`src/rtl/aux_pwm_pkg.sv`:
```
package aux_pwm_pkg;

  // Byte offsets of the register map
  localparam int OFF_PER_ACT  = 'h08;
  localparam int OFF_DUTY_ACT = 'h0C;
  localparam int OFF_PER_SH   = 'h10;
  localparam int OFF_DUTY_SH  = 'h14;
  localparam int OFF_CTRL     = 'h2A;

  // Control register bit positions
  localparam int BIT_RUN     = 4;
  localparam int BIT_SYNC_LO = 6;
  localparam int BIT_SYNC_HI = 7;
  localparam int BIT_MODE    = 9;

  // Channel index inside the active/staged register pairs
  localparam int CH_PER  = 0;
  localparam int CH_DUTY = 1;
  localparam int N_CH    = 2;

  typedef struct packed {
    logic ctrl;
    logic duty_sh;
    logic per_sh;
    logic duty_act;
    logic per_act;
  } wr_strobe_t;

endpackage

```
`src/rtl/aux_pwm_regs.sv`:
```
module aux_pwm_regs
  import aux_pwm_pkg::*;
#(
  parameter int DATA_W = 32,
  parameter int CTRL_W = 16,
  parameter int ADDR_W = 6
) (
  input  logic              clk,
  input  logic              rst_n,
  input  logic              bus_sel,
  input  logic              bus_wr,
  input  logic [ADDR_W-1:0] bus_addr,
  input  logic [DATA_W-1:0] bus_wdata,
  output logic [DATA_W-1:0] bus_rdata,
  input  logic              wrap_i,
  output logic [DATA_W-1:0] per_o,
  output logic [DATA_W-1:0] duty_o,
  output logic              run_o,
  output logic              mode_o
);

  function automatic wr_strobe_t decode_wr(logic sel, logic wr, logic [ADDR_W-1:0] a);
    wr_strobe_t s;
    s = '0;
    if (sel && wr) begin
      case (a)
        ADDR_W'(OFF_PER_ACT):  s.per_act  = 1'b1;
        ADDR_W'(OFF_DUTY_ACT): s.duty_act = 1'b1;
        ADDR_W'(OFF_PER_SH):   s.per_sh   = 1'b1;
        ADDR_W'(OFF_DUTY_SH):  s.duty_sh  = 1'b1;
        ADDR_W'(OFF_CTRL):     s.ctrl     = 1'b1;
        default:               s          = '0;
      endcase
    end
    return s;
  endfunction

  wr_strobe_t st;
  logic [N_CH-1:0]             wr_act, wr_sh, pend_q, load_act;
  logic [N_CH-1:0][DATA_W-1:0] act_q, sh_q;
  logic [CTRL_W-1:0]           ctrl_q;

  assign st     = decode_wr(bus_sel, bus_wr, bus_addr);
  assign wr_act = {st.duty_act, st.per_act};
  assign wr_sh  = {st.duty_sh, st.per_sh};

  genvar g;
  generate
    for (g = 0; g < N_CH; g++) begin : g_ch
      assign load_act[g] = wrap_i && pend_q[g];

      always_ff @(posedge clk or negedge rst_n) begin
        if (!rst_n) begin
          act_q[g]  <= '0;
          sh_q[g]   <= '0;
          pend_q[g] <= 1'b0;
        end else begin
          if (load_act[g])     act_q[g] <= sh_q[g];
          else if (wr_act[g])  act_q[g] <= bus_wdata;
          if (wr_sh[g])        sh_q[g]  <= bus_wdata;
          if (wr_sh[g])        pend_q[g] <= 1'b1;
          else if (wrap_i)     pend_q[g] <= 1'b0;
        end
      end

      AST_STAGED_COPY: assert property (@(posedge clk) disable iff (!rst_n)
        (wrap_i && pend_q[g]) |=> act_q[g] == $past(sh_q[g]));
      AST_STAGED_ISOLATED: assert property (@(posedge clk) disable iff (!rst_n)
        (wr_sh[g] && !wr_act[g] && !wrap_i) |=> $stable(act_q[g]));
      AST_UNWRITTEN_KEPT: assert property (@(posedge clk) disable iff (!rst_n)
        (wrap_i && !pend_q[g] && !wr_act[g]) |=> $stable(act_q[g]));
    end
  endgenerate

  always_ff @(posedge clk or negedge rst_n) begin
    if (!rst_n)       ctrl_q <= '0;
    else if (st.ctrl) ctrl_q <= bus_wdata[CTRL_W-1:0];
  end

  always_comb begin
    bus_rdata = '0;
    if (bus_sel) begin
      case (bus_addr)
        ADDR_W'(OFF_PER_ACT):  bus_rdata = act_q[CH_PER];
        ADDR_W'(OFF_DUTY_ACT): bus_rdata = act_q[CH_DUTY];
        ADDR_W'(OFF_PER_SH):   bus_rdata = sh_q[CH_PER];
        ADDR_W'(OFF_DUTY_SH):  bus_rdata = sh_q[CH_DUTY];
        ADDR_W'(OFF_CTRL):     bus_rdata = DATA_W'(ctrl_q);
        default:               bus_rdata = '0;
      endcase
    end
  end

  assign per_o  = act_q[CH_PER];
  assign duty_o = act_q[CH_DUTY];
  assign run_o  = ctrl_q[BIT_RUN];
  assign mode_o = ctrl_q[BIT_MODE];

  AST_CTRL_HELD: assert property (@(posedge clk) disable iff (!rst_n)
    !st.ctrl |=> $stable(ctrl_q));

endmodule

```
`src/rtl/aux_pwm_counter.sv`:
```
module aux_pwm_counter #(
  parameter int DATA_W = 32
) (
  input  logic              clk,
  input  logic              rst_n,
  input  logic              run_i,
  input  logic [DATA_W-1:0] per_i,
  output logic [DATA_W-1:0] cnt_o,
  output logic              wrap_o
);

  function automatic logic at_end(logic [DATA_W-1:0] c, logic [DATA_W-1:0] p);
    return c >= p;
  endfunction

  function automatic logic [DATA_W-1:0] step(logic [DATA_W-1:0] c, logic w);
    return w ? '0 : c + 1'b1;
  endfunction

  logic [DATA_W-1:0] cnt_q;

  assign wrap_o = run_i && at_end(cnt_q, per_i);

  always_ff @(posedge clk or negedge rst_n) begin
    if (!rst_n)     cnt_q <= '0;
    else if (run_i) cnt_q <= step(cnt_q, wrap_o);
  end

  assign cnt_o = cnt_q;

  AST_COUNT_HOLD: assert property (@(posedge clk) disable iff (!rst_n)
    !run_i |=> $stable(cnt_q));
  AST_WRAP_ZERO: assert property (@(posedge clk) disable iff (!rst_n)
    wrap_o |=> cnt_q == '0);
  AST_COUNT_ADVANCE: assert property (@(posedge clk) disable iff (!rst_n)
    (run_i && !wrap_o) |=> cnt_q != '0);

endmodule

```
`src/rtl/aux_pwm_wave.sv`:
```
module aux_pwm_wave #(
  parameter int DATA_W = 32
) (
  input  logic              clk,
  input  logic              rst_n,
  input  logic              run_i,
  input  logic              mode_i,
  input  logic [DATA_W-1:0] cnt_i,
  input  logic [DATA_W-1:0] duty_i,
  input  logic [DATA_W-1:0] per_i,
  output logic              pwm_o
);

  function automatic logic level(logic [DATA_W-1:0] c, logic [DATA_W-1:0] d,
                                 logic [DATA_W-1:0] p);
    return (d >= p) || (c < d);
  endfunction

  logic active, pwm_q;

  assign active = run_i && mode_i;

  always_ff @(posedge clk or negedge rst_n) begin
    if (!rst_n) pwm_q <= 1'b0;
    else        pwm_q <= active && level(cnt_i, duty_i, per_i);
  end

  assign pwm_o = pwm_q;

  AST_OUT_IDLE: assert property (@(posedge clk) disable iff (!rst_n)
    !active |=> !pwm_o);
  AST_FULL_DUTY: assert property (@(posedge clk) disable iff (!rst_n)
    (active && duty_i >= per_i) |=> pwm_o);
  AST_ZERO_DUTY: assert property (@(posedge clk) disable iff (!rst_n)
    (duty_i == '0 && per_i != '0) |=> !pwm_o);

endmodule

```
`src/rtl/aux_pwm_timer.sv`:
```
module aux_pwm_timer
  import aux_pwm_pkg::*;
#(
  parameter int DATA_W = 32,
  parameter int CTRL_W = 16,
  parameter int ADDR_W = 6
) (
  input  logic              clk,
  input  logic              rst_n,
  input  logic              bus_sel,
  input  logic              bus_wr,
  input  logic [ADDR_W-1:0] bus_addr,
  input  logic [DATA_W-1:0] bus_wdata,
  output logic [DATA_W-1:0] bus_rdata,
  output logic              pwm_out
);

  localparam int MIN_CTRL_W = BIT_MODE + 1;

  logic [DATA_W-1:0] per_act, duty_act, cnt;
  logic              run, mode, wrap;

  initial begin
    if (CTRL_W < MIN_CTRL_W) $error("CTRL_W too narrow for the mode bit");
    if ((1 << ADDR_W) <= OFF_CTRL) $error("ADDR_W cannot reach the control offset");
  end

  aux_pwm_regs #(.DATA_W(DATA_W), .CTRL_W(CTRL_W), .ADDR_W(ADDR_W)) u_regs (
    .clk(clk), .rst_n(rst_n), .bus_sel(bus_sel), .bus_wr(bus_wr),
    .bus_addr(bus_addr), .bus_wdata(bus_wdata), .bus_rdata(bus_rdata),
    .wrap_i(wrap), .per_o(per_act), .duty_o(duty_act), .run_o(run), .mode_o(mode)
  );

  aux_pwm_counter #(.DATA_W(DATA_W)) u_cnt (
    .clk(clk), .rst_n(rst_n), .run_i(run), .per_i(per_act),
    .cnt_o(cnt), .wrap_o(wrap)
  );

  aux_pwm_wave #(.DATA_W(DATA_W)) u_wave (
    .clk(clk), .rst_n(rst_n), .run_i(run), .mode_i(mode), .cnt_i(cnt),
    .duty_i(duty_act), .per_i(per_act), .pwm_o(pwm_out)
  );

  AST_WRAP_NEEDS_RUN: assert property (@(posedge clk) disable iff (!rst_n)
    wrap |-> run);

endmodule

```
`config.mk`:
```
export PLATFORM = sky130hd
export DESIGN_NAME = aux_pwm_timer
export DESIGN_NICKNAME = d
export VERILOG_FILES = /design/src/rtl/aux_pwm_pkg.sv /design/src/rtl/aux_pwm_regs.sv /design/src/rtl/aux_pwm_counter.sv /design/src/rtl/aux_pwm_wave.sv /design/src/rtl/aux_pwm_timer.sv
export SDC_FILE = /design/constraint.sdc
export NUM_CORES = 1
export LEC_CHECK = 0
export ABC_AREA = 1
export BUFFER_PORTS_ARGS = -buffer_cell sky130_fd_sc_hd__buf_2
export CAP_MARGIN = 20
export CORE_MARGIN = 4
export CORE_UTILIZATION = 50
export DETAILED_ROUTE_END_ITERATION = 8
export PLACE_DENSITY = 0.74
export SLEW_MARGIN = 10
export SYNTH_ARGS = -nofsm -noshare
export SYNTH_HDL_FRONTEND = slang
export SYNTH_SLANG_ARGS = --single-unit
```
`constraint.sdc`:
```
create_clock -name clk -period 2.7 [get_ports clk]
set_input_delay 0.54 -clock clk [delete_from_list [all_inputs] [get_ports clk]]
set_output_delay 0.54 -clock clk [all_outputs]
set_load 0.05 [all_outputs]
```
### After elaboration in Yosys (flattened, before gate mapping)

Cells that the tools add are included.

| storage, ports and cells | value |
|---|---|
| logic and storage cells | 45 |
| output and inout port bits | 33 |
| bits in registers | 179 |

| operators by class | value |
|---|---|
| reduce and logical (&&, ||, !) cells | 11 |
| order comparisons | 3 |
| add/sub/neg operators | 1 |
| multiplexer cells | 16 |
| equal/unequal tests | 5 |

Operators with widths:

| cell | count |
|---|---|
| $mux 32 | 6 |
| $pmux 32 s5 | 1 |
| $ge 32x32->1 | 2 |
| $add 32x1->32 const B | 1 |
| $lt 32x32->1 | 1 |
| $eq 6x4->1 const B | 2 |
| $eq 6x5->1 const B | 2 |
| $mux 1 | 8 |
| $reduce_bool 2->1 | 4 |
| $eq 6x6->1 const B | 1 |
| $logic_and 1x1->1 | 6 |
| $mux 5 | 1 |
| $logic_or 1x1->1 | 1 |

### Depth between registers and ports, before layout

Gate-level depths: netlist of run 1.

| logic depth | value |
|---|---|
| word-level depth | 5 |
| gate-level depth with buffers | 17 |

### Cells and area by module

Synthesis of run 1 repeated with hierarchy kept, for this count alone.

| unflattened totals | value |
|---|---|
| cells, all modules | 1679 |
| area total of the unflattened synthesis | 12012.8 sq um |

Modules (own cells, without submodules):

| module | area each (sq um) | seq. area each (sq um) | cells an instance | times used |
|---|---|---|---|---|
| aux_pwm_regs | 7394.6 | 3653.5 | 1001 | 1 |
| aux_pwm_counter | 2926.6 | 800.8 | 407 | 1 |
| aux_pwm_wave | 1691.6 | 25.0 | 271 | 1 |

### Worst setup path before layout of run 1

OpenSTA, ideal clock, no wires.

| timing path | value |
|---|---|
| path kind | input -> output |
| start point | input bus_addr[0] |
| end point | output bus_rdata[11] |
| data required time | 2.160 ns |
| slack | -0.094 ns |
| arrival time | 2.254 ns |
| stages on the path | 8 |
| cells stage by stage | nor2_2 -> nand3_1 -> nor2_4 -> inv_2 -> clkbuf_1 -> o22ai_1 -> a21oi_1 -> a31oi_1 |

| between the ends | value |
|---|---|
| cells in the longest elaborated chain, start to end | 3 |
| elaborated cells on any way between the ends | 7 |
| classes of those cells | eq/ne: 5; mux: 2 |

Ends and longest elaborated chain:

| item | RTL line | source |
|---|---|---|
| start: declaration | aux_pwm_timer.sv:12 | `input logic [ADDR_W-1:0] bus_addr,` |
| $eq 6x6->1, or another cell as far along | aux_pwm_regs.sv:83 | `case (bus_addr)` |
| $pmux 32 s5 * | aux_pwm_regs.sv:83 |  |
| $mux 32 * | aux_pwm_regs.sv:82 | `if (bus_sel) begin` |
| end: declaration | aux_pwm_timer.sv:14 | `output logic [DATA_W-1:0] bus_rdata,` |

Mark *: on every way between the ends. The rest lies on a longest branch, timed or not.

### Final worst setup path of run 1

| timing path | value |
|---|---|
| start point | register u_regs.ctrl_q[4] |
| end point | output bus_rdata[4] |

| between the ends | value |
|---|---|
| cells in the longest elaborated chain, start to end | 2 |

Ends and longest elaborated chain:

| item | RTL line | source |
|---|---|---|
| start: declaration | aux_pwm_regs.sv:41 | `logic [CTRL_W-1:0] ctrl_q;` |
| start signal: assignment | aux_pwm_regs.sv:77 | `else if (st.ctrl) ctrl_q <= bus_wdata[CTRL_W-1:0];` |
| $pmux 32 s5 | aux_pwm_regs.sv:83 |  |
| $mux 32 | aux_pwm_regs.sv:82 |  |

Every way passes these cells.

==> flow_summary.yaml, run 1 <==
grt:
  grt_pass1_vias: 11500
  grt_use_total_pct: 29.3
  grt_max_degree: 72
  antenna_found_initial: 0
  grt_overflow_total: 0
  grt_pass1_wl_mm: 62.3
timing:
  fin_ws_ns: 0.0864
  drv_slew: 0
  period_share_pct: 96.8
  finalHoldViolCount: 0
  rsz0062_at_grt: "no"
  worstMarginPinSlew_ns: 0.745
  fmax_mhz: 383
  setup_viol: 0
  min_period_ns: 2.61
  relSlewSlack_pct: 50.2
  clock_skew_ns: 0.0199
  setup-tns-final_ns: 0
status:
  status: "completed"
cts:
  clock_sinks: 179
  clkSlewWorstSetupHoldPaths_ns: 0.08
  numCtsBuffers: 17
  cts-root-buf: "clkbuf_16"
  cts_tree: "done"
  clockBufferDepth: 2
  cts.htree.levels: 4
  post_cts_buffers: 0
  clk_latency_ns: 0.45
detailed_routing:
  drt_pass1_iterations: 5
  vias: 12200
  wl_per_cell_microns: 18.4
  avgViaCountPerCell: 5.83
  drt_iter0_drc: 1352
  remaining_drc_errors: 0
  antenna_left: 0
  finalWirelength_mm: 38.6
placed_design:
  hpwl_mm: 28.4
  placedInstanceArea_sq_um: 13200
  portBuffers: 74
  place_ws_ns: 0.120
  place_congestion: 0.929
synth:
  yosysSeqAreaShare_pct: 36.9
  synthCells: 1687
  ys_warn_count: 0
  syn_nets: 1825
  syn_avg_cell_area_sq_um: 7.20
  synth.cell_area_sq_um: 12100
  yosysUniqueCellTypes: 42
  yosys_register_bits: 179
worst_setup_path:
  start_kind: "register"
  critPathMaxFanout: 17
  r2r_cells: 17
  end_kind: "primary output"
  worstReg2RegStart: "u_regs.per_o[7]$_DFFE_PN0P_"
  regToRegEndpoint: "u_regs.duty_o[26]$_DFFE_PN0P_"
  cp.required_ns: 2.16
  reg2reg_slack_ns: 0.28
  cp.arrival_ns: 2.07
  path_class: "register to primary output"
final_layout:
  fin_area_sq_um: 13800
  utilization_pct: 58.2
  final_common_cell: "nand2_1"
  final_cell_mix: "533 x nand2_1, 220 x inv_1, 178 x dfrtp_1"
  final_nets: 1899
  drive_above_1_share_pct: 12.3
  diodes: 0
  area_growth_pct: 13.6
pwr:
  leakage_nw: 6.97
  p_per_area_nw_per_um2: 663
  ir_drop_uv: 442
  power_mw: 9.14
die:
  dieHeight_microns: 164
  die_area_sq_um: 26800
  core_area_sq_um: 23700
  fp-row-count: 56
  io_pins: 75
  start_util_pct: 51.3
  die_w_microns: 164
min_path:
  min_path_type: "input port to async pin"
run:
  maxCapViolCount: 0
==> through the flow <==
stage,hold WS (ns),std cells
5_1_grt,0.150,2093
2_1_floorplan,0.244,1687
3_5_place_dp,0.475,2061
3_3_place_gp,0.468,2061
4_1_cts,0.133,2093
6_report,0.0971,2093
==> logic make-up (layout without fill, tap and decap cells) <==
group                      Yosys count  in the layout  share of synthesized area, %
AOI/OAI and AO/OA                  242            242                          11.2
xor gates and xnor gates            12             12                         0.866
adders and majority gates           96             96                          9.89
buffers and inverters              307            394                          10.2
DFF                                179            179                          36.9
and+or+nand+nor                    851            851                          30.9
==> sequential cells by signal (all words and copies together), names as in the netlist <==
signal	count
u_regs.ctrl_q	16
u_regs.pend_q	2
u_wave.pwm_o	1
u_regs.duty_o	32
u_cnt.cnt_o	32
u_regs.sh_q	64
u_regs.per_o	32
==> worst max-delay path, cell delays in order (launching register included) <==
cell	delay [ns]
dfrtp_4	0.58
inv_2	0.22
o22ai_1	0.23
a211oi_1	0.06
nor2_1	0.22
buf_2	0.32
==> worst max path at each step <==
stage / start / to / slack (ns)
floorplan: bus_addr[0] / bus_rdata[26] / 0.07
global placement: bus_addr[5] / bus_rdata[9] / 0.15
detailed placement: bus_addr[5] / bus_rdata[11] / 0.12
CTS: u_regs.ctrl_q[4]$_DFFE_PN0P_ / bus_rdata[4] / 0.02
global route: bus_addr[5] / bus_rdata[17] / 0.01
finish: u_regs.ctrl_q[4]$_DFFE_PN0P_ / bus_rdata[4] / 0.09
==> per-layer routing <==
layer	global-route usage, %	vias to the layer above	part of all wire [%]
met5	0	-	0
met4	9.26	0	2.6
met3	5.92	96	9.5
met2	43.3	647	43
met1	43.3	5778	45
li1	-	5686	-
==> synthesized netlist by cell type <==
cell	number	area (sq um)
a21o_1	5	37.5
o21ai_0	92	460
ha_1	96	1200
or2_2	1	6.26
buf_6	7	78.8
nor3_4	1	16.3
nand3_1	87	435
nand3_4	3	52.6
dfrtp_1	179	4480
or2_1	1	6.26
nand2_1	535	2010
a21oi_1	62	310
nor2_1	81	304
inv_1	220	826
nor2_2	5	31.3
o22ai_1	33	206
nor3b_1	2	15.0
nand4_2	1	12.5
o21a_1	4	30.0
nand2_2	6	37.5
inv_2	5	18.8
nor3_2	3	30.0
nand4_1	86	538
nor2_4	5	56.3
nor3b_2	1	12.5
and3_1	1	6.26
xnor2_1	1	8.76
clkbuf_1	45	169
a221oi_1	16	140
nand2_4	1	11.3
o21ai_1	12	60.1
a31oi_1	14	87.6
o31ai_1	1	7.51
nor3_1	23	115
buf_4	2	15.0
nor4_1	4	25.0
buf_1	4	15.0
o211ai_1	1	7.51
xor2_1	11	96.3
a211oi_1	2	15.0
buf_2	24	120
nand3b_1	4	30.0
==> where the power goes <==
group	leakage [nW]	total [mW]	internal [mW]	switching, mW
logic	4.27	3.00	1.03	1.98
clock network	0.285	2.53	1.25	1.28
registers	2.42	3.61	3.13	0.488
==> layout make-up <==
| cell class | count | area [sq um] |
|---|---|---|
| fillers | 2214 | 9890 |
| clock buffers | 18 | 429 |
| repair buffers | 137 | 956 |
| flip-flops and latches | 179 | 4480 |
| multi-input cells | 1201 | 6520 |
| well taps | 319 | 399 |
| inverters | 225 | 846 |
| clock inverters | 14 | 159 |
==> timing repair <==
item                                    4_1_cts  5_1_grt
endpoints found under the setup margin        0        8
resized for setup                             0        3
hold buffers                                  0        0
Power figures use the tool's default switching activity.
==> run 2, diff against run 1 <==
==> constraint.sdc (replaced) <==
create_clock -name clk -period 2.56 [get_ports clk]
set_input_delay 0.512 -clock clk [delete_from_list [all_inputs] [get_ports clk]]
set_output_delay 0.512 -clock clk [all_outputs]
set_load 0.05 [all_outputs]
==> run 2 against run 1 <==
Sequential power grew 4%. Total power increased by 8.7%. Die area stayed put. Clock skew down 0.00068 ns. Non-clock buffer count grew 4. Utilization grew 0.95 points. Sequential share of layout area shrank 0.54 points. Combinational power grew 12%. Cell area grew 1.6%. Worst setup slack worse by 0.037 ns. Critical path depth is 5 higher. Largest power group unchanged.
==> flow_summary.yaml, run 2 (synthesis gave the netlist of run 1 again) <==
final_layout:
  utilization_pct: 59.2
  final_common_cell: "nand2_1"
  final_nets: 1903
  final_cell_mix: "533 x nand2_1, 220 x inv_1, 178 x dfrtp_1"
  fillers: 2211
  area_growth_pct: 15.5
  top_register: "u_regs.sh_q"
  drive_above_1_share_pct: 12.8
  largest_reg_flops: 64
worst_setup_path:
  start_kind: "input port"
  r2r_cells: 12
  end_kind: "primary output"
  critPathMaxFanout: 15
  crit_start: "bus_addr[5]"
  reg2reg_slack_ns: 0.12
  path_class: "input port to primary output"
  worstReg2RegStart: "u_regs.per_o[30]$_DFFE_PN0P_"
  regToRegEndpoint: "u_regs.duty_o[1]$_DFFE_PN0P_"
  cp.arrival_ns: 2.00
  cp.required_ns: 2.05
timing:
  finalHoldViolCount: 0
  drv_slew: 0
  worstMarginPinSlew_ns: 0.941
  relSlewSlack_pct: 37.3
  fmax_mhz: 398
  min_period_ns: 2.51
  setup-tns-final_ns: 0
  whs_ns: 0.0973
  rsz0062_at_grt: "yes"
  setup_viol: 0
  period_share_pct: 98.1
  clock_skew_ns: 0.0192
  fin_ws_ns: 0.0497
cts:
  numCtsBuffers: 17
  cts_tree: "done"
  clockBufferDepth: 2
  cts-root-buf: "clkbuf_16"
  cts.htree.levels: 4
  clock_sinks: 179
  clkSlewWorstSetupHoldPaths_ns: 0.07
  clk_latency_ns: 0.45
status:
  status: "completed"
detailed_routing:
  drt_pass1_iterations: 6
  avgViaCountPerCell: 5.81
  drt_iter0_drc: 1299
  wl_per_cell_microns: 18.8
  vias: 12200
  antenna_left: 0
  remaining_drc_errors: 0
  finalWirelength_mm: 39.4
die:
  fp-row-count: 56
  die_area_sq_um: 26800
  start_util_pct: 51.3
  die_w_microns: 164
  io_pins: 75
  core_area_sq_um: 23700
  dieHeight_microns: 164
min_path:
  min_path_type: "input port to async pin"
grt:
  grt_max_degree: 74
  grt_use_total_pct: 29.8
  antenna_found_initial: 1
  grt_pass1_vias: 11500
  grt_overflow_total: 0
  grt_pass1_wl_mm: 63.2
run:
  maxCapViolCount: 0
pwr:
  leakage_nw: 7.05
  p_per_area_nw_per_um2: 709
  ir_drop_uv: 472
  power_mw: 9.93
placed_design:
  hpwl_mm: 28.9
  place_congestion: 0.949
  portBuffers: 74
  place_ws_ns: -0.0343
## run 2: how the worst max path moves through the flow
stage                          to  slack [ns]  depth (start not counted)
finish              bus_rdata[16]        0.05                         10
global route        bus_rdata[24]       -0.05                         10
CTS                 bus_rdata[16]        0.02                         10
detailed placement  bus_rdata[16]       -0.03                         10
global placement    bus_rdata[16]        0.04                         10
floorplan           bus_rdata[26]       -0.02                          6
## run 2: worst max-delay path, stage by stage
cell and delay (ns):
buf_2 0.10, inv_1 0.07, nand3_1 0.19, nor2_2 0.21, nand2_4 0.12, buf_6 0.17, o22ai_1 0.16, a221oi_2 0.07
nor2_1 0.13, clkbuf_4 0.25
## run 2: report_power, final
part           switching [mW]  leakage [nW]  internal (mW)
clock network            1.37         0.305           1.43
logic                    2.25          4.33           1.13
registers               0.466          2.42           3.30
## run 2: repair_timing
item,4_1_cts,5_1_grt
buffers inserted,0,0
gates cloned,0,0
pin swaps,0,1
hold buffers,0,0
resized for setup,1,44
endpoints found under the setup margin,1,53
## run 2: routing by layer
layer,GRT usage (%),vias to the layer above,routed length (microns)
met1,44.8,5774,17400
met5,0,-,0
met4,7.55,0,839
li1,-,5690,-
met3,5.17,73,3960
met2,44.9,642,17100
## run 2: cell type report
cell class              count  area, sq um  area share (%)
multi-input cells        1201         6550            46.7
flip-flops and latches    179         4480            32.0
repair buffers            141         1110            7.90
inverters                 225          845            6.03
clock buffers              17          425            3.03
well taps                 319          399            2.85
clock inverters            15          205            1.46
diodes                      1         2.50          0.0179
## run 2: per-stage QoR
step	cells	instance area (sq um)
after floorplan	1687	12200
after global placement	2065	13300
after detailed placement	2065	13300
after CTS	2097	13900
after global routing	2098	14000
final	2098	14000
